**src/rtl/burst_seq_pkg.sv**
```systemverilog
package burst_seq_pkg;
  typedef enum logic [2:0] {
    ST_IDLE,
    ST_PRIME,
    ST_ARM,
    ST_BURST,
    ST_FREE
  } seq_state_t;
endpackage

```
**src/rtl/burst_chunk_sel.sv**
```systemverilog
// Picks the next chunk size from a remaining period count.
module burst_chunk_sel #(
  parameter int CNT_W   = 32,
  parameter int REP_MAX = 255,
  parameter int CHK_W   = 8
) (
  input  logic [CNT_W-1:0] remaining,
  output logic [CHK_W-1:0] chunk
);
  localparam logic [CNT_W-1:0] MAX_C  = CNT_W'(REP_MAX);
  localparam logic [CNT_W-1:0] LIM_C  = CNT_W'((3 * REP_MAX) / 2);
  localparam logic [CHK_W-1:0] HALF_K = CHK_W'((REP_MAX + 1) / 2);
  localparam logic [CHK_W-1:0] MAX_K  = CHK_W'(REP_MAX);

  always_comb begin
    if (remaining <= MAX_C) begin
      chunk = remaining[CHK_W-1:0];
    end else if (remaining < LIM_C) begin
      chunk = HALF_K;   // keeps the tail chunk away from tiny sizes
    end else begin
      chunk = MAX_K;
    end
  end
endmodule

```
**src/rtl/burst_ledger.sv**
```systemverilog
// Holds periods still owed, the running chunk and the staged chunk.
module burst_ledger #(
  parameter int CNT_W = 32,
  parameter int CHK_W = 8
) (
  input  logic             clk,
  input  logic             rst,
  input  logic             clr,
  input  logic             ld_init,
  input  logic             ld_arm,
  input  logic             ld_step,
  input  logic [CNT_W-1:0] init_total,
  input  logic [CHK_W-1:0] init_chunk,
  input  logic [CHK_W-1:0] arm_chunk,
  input  logic [CHK_W-1:0] step_chunk,
  output logic [CNT_W-1:0] rem_after_prev,
  output logic [CNT_W-1:0] rem_after_both,
  output logic             last_chunk_hit
);
  logic [CNT_W-1:0] owed;
  logic [CHK_W-1:0] prv_chunk;
  logic [CHK_W-1:0] cur_chunk;
  logic [CNT_W-1:0] prv_ext;
  logic [CNT_W-1:0] cur_ext;

  assign prv_ext = {{(CNT_W-CHK_W){1'b0}}, prv_chunk};
  assign cur_ext = {{(CNT_W-CHK_W){1'b0}}, cur_chunk};

  assign rem_after_prev = owed - prv_ext;
  assign rem_after_both = owed - prv_ext - cur_ext;
  assign last_chunk_hit = (owed <= prv_ext);

  always_ff @(posedge clk) begin
    if (rst || clr) begin
      owed      <= '0;
      prv_chunk <= '0;
      cur_chunk <= '0;
    end else if (ld_init) begin
      owed      <= init_total;
      prv_chunk <= init_chunk;
      cur_chunk <= '0;
    end else if (ld_arm) begin
      cur_chunk <= arm_chunk;
    end else if (ld_step) begin
      owed      <= owed - prv_ext;
      prv_chunk <= cur_chunk;
      cur_chunk <= step_chunk;
    end
  end
endmodule

```
**src/rtl/burst_pulse_sequencer.sv**
```systemverilog
module burst_pulse_sequencer
  import burst_seq_pkg::*;
#(
  parameter int CNT_W   = 32,
  parameter int REP_MAX = 255,
  localparam int CHK_W  = $clog2(REP_MAX + 1)
) (
  input  logic             clk,
  input  logic             rst,
  input  logic             start,
  input  logic [CNT_W-1:0] start_count,
  input  logic             rep_capable,
  input  logic             upd_evt,
  output logic [CHK_W-1:0] rep_preload,
  output logic             rep_wr,
  output logic             force_upd,
  output logic             run,
  output logic             main_oe,
  output logic             upd_en,
  output logic             done,
  output logic             reject
);
  localparam int NUM_SEL = 3;  // start total, arm remainder, step remainder

  seq_state_t state;

  logic [CNT_W-1:0] sel_in  [NUM_SEL];
  logic [CHK_W-1:0] sel_out [NUM_SEL];
  logic [CNT_W-1:0] rem_after_prev;
  logic [CNT_W-1:0] rem_after_both;
  logic             last_hit;

  logic accept, zero_req, ld_init, ld_arm, ld_step, finish, clr;

  function automatic logic [CHK_W-1:0] to_pre(input logic [CHK_W-1:0] c);
    return (c == '0) ? '0 : c - 1'b1;
  endfunction

  assign sel_in[0] = start_count;
  assign sel_in[1] = rem_after_prev;
  assign sel_in[2] = rem_after_both;

  for (genvar g = 0; g < NUM_SEL; g++) begin : g_sel
    burst_chunk_sel #(
      .CNT_W  (CNT_W),
      .REP_MAX(REP_MAX),
      .CHK_W  (CHK_W)
    ) u_sel (
      .remaining(sel_in[g]),
      .chunk    (sel_out[g])
    );
  end

  assign accept   = start && (state == ST_IDLE || state == ST_FREE);
  assign zero_req = (start_count == '0);
  assign ld_init  = accept && !zero_req && rep_capable;
  assign ld_arm   = (state == ST_ARM);
  assign finish   = (state == ST_BURST) && upd_evt && last_hit;
  assign ld_step  = (state == ST_BURST) && upd_evt && !last_hit;
  assign clr      = (accept && zero_req) || finish;

  burst_ledger #(
    .CNT_W(CNT_W),
    .CHK_W(CHK_W)
  ) u_ledger (
    .clk           (clk),
    .rst           (rst),
    .clr           (clr),
    .ld_init       (ld_init),
    .ld_arm        (ld_arm),
    .ld_step       (ld_step),
    .init_total    (start_count),
    .init_chunk    (sel_out[0]),
    .arm_chunk     (sel_out[1]),
    .step_chunk    (sel_out[2]),
    .rem_after_prev(rem_after_prev),
    .rem_after_both(rem_after_both),
    .last_chunk_hit(last_hit)
  );

  always_ff @(posedge clk) begin
    if (rst) begin
      state       <= ST_IDLE;
      rep_preload <= '0;
      rep_wr      <= 1'b0;
      force_upd   <= 1'b0;
      run         <= 1'b0;
      main_oe     <= 1'b0;
      upd_en      <= 1'b0;
      done        <= 1'b0;
      reject      <= 1'b0;
    end else begin
      rep_wr    <= 1'b0;
      force_upd <= 1'b0;
      done      <= 1'b0;
      reject    <= 1'b0;
      case (state)
        ST_IDLE, ST_FREE: begin
          if (start) begin
            if (zero_req) begin
              state       <= ST_FREE;
              rep_preload <= '0;
              rep_wr      <= 1'b1;
              run         <= 1'b1;
              main_oe     <= 1'b1;
              upd_en      <= 1'b0;
            end else if (!rep_capable) begin
              reject <= 1'b1;
            end else begin
              state       <= ST_PRIME;
              rep_preload <= to_pre(sel_out[0]);
              rep_wr      <= 1'b1;
              run         <= 1'b0;
              main_oe     <= 1'b0;
              upd_en      <= 1'b0;
            end
          end
        end
        ST_PRIME: begin
          force_upd <= 1'b1;
          state     <= ST_ARM;
        end
        ST_ARM: begin
          rep_preload <= to_pre(sel_out[1]);
          rep_wr      <= 1'b1;
          run         <= 1'b1;
          main_oe     <= 1'b1;
          upd_en      <= 1'b1;
          state       <= ST_BURST;
        end
        ST_BURST: begin
          if (upd_evt) begin
            if (last_hit) begin
              main_oe <= 1'b0;
              run     <= 1'b0;
              upd_en  <= 1'b0;
              done    <= 1'b1;
              state   <= ST_IDLE;
            end else begin
              rep_preload <= to_pre(sel_out[2]);
              rep_wr      <= 1'b1;
            end
          end
        end
        default: state <= ST_IDLE;
      endcase
    end
  end
endmodule

```
**config.mk**
```make
export PLATFORM = sky130hd
export DESIGN_NAME = burst_pulse_sequencer
export DESIGN_NICKNAME = d
export VERILOG_FILES = /design/src/rtl/burst_seq_pkg.sv /design/src/rtl/burst_chunk_sel.sv /design/src/rtl/burst_ledger.sv /design/src/rtl/burst_pulse_sequencer.sv
export SDC_FILE = /design/constraint.sdc
export NUM_CORES = 1
export LEC_CHECK = 0
export ABC_AREA = 1
export BUFFER_PORTS_ARGS = -buffer_cell sky130_fd_sc_hd__buf_2
export CAP_MARGIN = 10
export CORE_ASPECT_RATIO = 0.6
export CORE_MARGIN = 3
export CORE_UTILIZATION = 53
export DETAILED_ROUTE_END_ITERATION = 6
export PLACE_DENSITY = 0.74
export SETUP_SLACK_MARGIN = 0.5
export SLEW_MARGIN = 5
export SYNTH_ARGS = -nofsm -noshare
export SYNTH_HDL_FRONTEND = slang
export SYNTH_SLANG_ARGS = --single-unit
export TNS_END_PERCENT = 100
```
**constraint.sdc**
```tcl
create_clock -name clk -period 4.3 [get_ports clk]
set_input_delay 0.215 -clock clk [delete_from_list [all_inputs] [get_ports clk]]
set_output_delay 0.215 -clock clk [all_outputs]
set_load 0.05 [all_outputs]
```
==> flow_summary.yaml <==
yosys:
  synth_area_leaders: "nand2_1 (18%), dfxtp_1 (18%), inv_1 (8.1%)"
  synthAdderAreaFrac_pct: 4.34
  synth_largest_area_cell: "nand2_1"
  synth_top_area_share_pct: 18.0
  synth_xor_xnor_area_share_pct: 3.46
  synth_edf_count: 0
  avgSynthCellArea_um2: 5.97
  synthMuxAreaShare_pct: 0
  synth_common_cells: "nand2_1 (349), inv_1 (156), nor2_1 (135), nand3_1 (74), dfxtp_1 (65)"
  ys_seq_area_share_pct: 17.9
  synth-seq-cells: 65
  synth.most_common_cell: "nand2_1"
  ys_types: 57
  synth_compound_area_share_pct: 13.7
  synth_top_family_by_area: "simple AND/OR/NAND/NOR gates"
  syn_nets: 1278
  synthArstFlopShare_pct: 0
  yosysWarnings: 0
  synth-main-ff-cell: "dfxtp_1"
  syn-instance-count: 1217
  syn-cell-area_um2: 7260
  synth_simple_gate_area_share_pct: 49.2
power:
  seqPwrFrac_pct: 9.8
  clkPwrFrac_pct: 10.6
  comb_power_share_pct: 79.6
  p_int_w: 0.00371
  vdd_ir_drop_max_uv: 470
  power.density_nw_per_um2: 926
  swShare_pct: 56.4
  switchingPower_w: 0.00479
  p_leak_nw: 4.41
routing:
  drcViolationCount: 0
  drt_wl_total_um: 28900
  vias_per_cell: 5.96
  vias: 9080
  drt.antenna.violating_nets: 0
  first_iter_violations: 1201
  drt-wirelength-per-cell_um: 19.0
  dr.pass1.iters: 6
status:
  violations: "negative setup slack"
  status: "finished with violations"
grt:
  grt_usage_pct: 36.6
  grt_pass1_wl_um: 43600
  grt_pass1_vias: 8054
  grt_max_degree: 34
  grt_antenna_before_repair: 0
  overflow: 0
clocking:
  h-tree-depth: 3
  cts_made_buffers: 9
  tritoncts: "done"
  cts_buffer_depth: 2
  path_clk_slew_ns: 0.06
  holdBufCountCts: 0
  root_buffer: "clkbuf_16"
  cts.sinks: 65
  clock_latency_ns: 0.35
cells_and_area:
  drive_gt1_share_pct: 28.4
  design_area_um2: 9180
  post-route-util_pct: 70.1
  antenna_cells: 0
  syn2layout_area_growth_pct: 26.4
  fin_nets: 1409
  fill_cells: 1145
critical_path:
  cp_max_fo: 7
  end_kind: "flip-flop"
  r2r_cells: 35
  critPathKind: "flip-flop to flip-flop"
  rr_endpoint: "rep_preload[2]$_SDFFE_PP0P_"
  start_kind: "flip-flop"
  r2r_slack_ns: -0.20
  path_common_cell: "nand2_2"
  cp_slowest_cell: "fa_2"
  crit_arrival_ns: 4.73
  crit_start: "u_ledger.owed[0]$_SDFFE_PP0P_"
  r2r_start: "u_ledger.owed[0]$_SDFFE_PP0P_"
  cp.required_ns: 4.53
  cp_slowest_stage_delay_ns: 0.38
timing:
  slew_violations: 0
  finalHoldViolations: 0
  worst_pin_slew_ns: 1.09
  period_needed_ns: 4.50
  timing.final.crit_share_pct: 105
  worst_slack_ns: -0.195
  finalSetupViolCount: 8
  finClkSkew_ns: 0.00639
  rsz0062_at_grt: "true"
  max-slew-margin-rel_pct: 26.5
  max_freq_ghz: 0.222
floorplan:
  io_pins: 52
  core_um2: 13100
  die_w_um: 157
  rows: 32
  initial_core_util_pct: 55.4
  fp.dieH_um: 96.7
  die_area_um2: 15200
hold_path:
  hp-start: "upd_evt"
  holdPathEnd: "done$_SDFF_PP0_"
  hp-class: "input pin to flip-flop"
  holdPathStages: 3
flow_run:
  cap_violations: 0
placed_design:
  dpl.hpwl_um: 21900
  place_ws_ns: -0.0579
  gp_congestion: 1.07
  io_buffers: 51
  place_area_um2: 8140
[per-stage QoR]
step           power [W]  setup TNS (ns)  std cells  hold slack, ns
4_1_cts          0.00771               0       1510           0.126
3_3_place_gp     0.00625               0       1476           0.446
3_5_place_dp     0.00632          -0.323       1476           0.453
5_1_grt          0.00895           -3.92       1523           0.133
2_1_floorplan    0.00459               0       1217           0.358
6_report         0.00850           -1.47       1523           0.130
[sequential cells by signal, indices dropped and copies added, names as in the netlist]
name	flops
u_ledger.owed	32
rep_preload	8
u_ledger.cur_chunk	8
u_ledger.prv_chunk	8
state	3
done	1
force_upd	1
main_oe	1
reject	1
rep_wr	1
upd_en	1
[power groups by stage]
stage          registers, W  logic, W  clock network (W)
2_1_floorplan      0.000926   0.00366                  0
6_report           0.000830   0.00676           0.000904
5_1_grt            0.000840   0.00718           0.000931
3_3_place_gp       0.000826   0.00542                  0
4_1_cts            0.000817   0.00598           0.000911
3_5_place_dp       0.000826   0.00549                  0
[layout by cell type (no fill, tap or decap), types with 12 or more instances in the layout]
cell,netlist,routed
inv_1,156,149
o21ai_0,43,38
nor2_1,135,126
dfxtp_1,65,63
nand4_1,39,39
nand2_2,35,47
a31oi_1,16,15
buf_2,0,51
nand2_4,8,12
nand3_1,74,67
nor2_2,24,29
inv_2,20,25
nand3_2,12,17
nor2_4,20,24
a22oi_1,14,14
a21oi_1,49,43
xor2_1,21,13
nor3_1,17,14
nand2_1,349,333
o221ai_1,14,14
buf_4,2,88
[worst max-delay path: cells and delay by family (launching register included)]
family | cells | cell delay, ns
AOI/OAI and AO/OA | 3 | 0.32
DFF | 1 | 0.31
adders and majority gates | 4 | 0.95
buffers and inverters | 4 | 0.26
and+or+nand+nor | 23 | 2.37
xor gates and xnor gates | 1 | 0.16
[routing by layer]
layer	part of all wire, %	global-route usage [%]
met1	43	55.3
met2	38	45.8
met3	17	17.7
met4	1.8	8.07
met5	0	0
[kinds of logic after synthesis]
group	Yosys count
AO/OA/AOI/OAI	160
AND/OR/NAND/NOR	736
adder cells (fa/ha/maj)	24
buffers and inverters	205
flip-flops	65
XOR/XNOR	27
[layout make-up]
class	instances	area (um^2)	area share, %
multi-input combinational	947	5630	61.3
sequential	65	1300	14.2
timing repair buffer	144	981	10.7
inverter	180	693	7.55
clock buffer	9	225	2.45
tap	170	213	2.32
clock inverter	7	125	1.36
timing repair inverter	1	7.51	0.0818
[worst max-delay path by stage]
stage / endpoint / slack, ns / cells past startpoint
CTS: rep_preload[1]$_SDFFE_PP0P_ / 0.04 / 32
global placement: rep_preload[7]$_SDFFE_PP0P_ / 0.04 / 35
floorplan: rep_preload[1]$_SDFFE_PP0P_ / 0.24 / 31
detailed placement: rep_preload[1]$_SDFFE_PP0P_ / -0.06 / 32
global route: rep_preload[3]$_SDFFE_PP0P_ / -0.46 / 35
finish: rep_preload[2]$_SDFFE_PP0P_ / -0.20 / 35
[timing repair]
| item | CTS | global route |
|---|---|---|
| endpoints found under the setup margin | 15 | 39 |
| pin swaps | 15 | 19 |
| resized for setup | 37 | 57 |
| buffers inserted | 18 | 12 |
| gates cloned | 0 | 1 |
(Power assumes the default switching activity.)
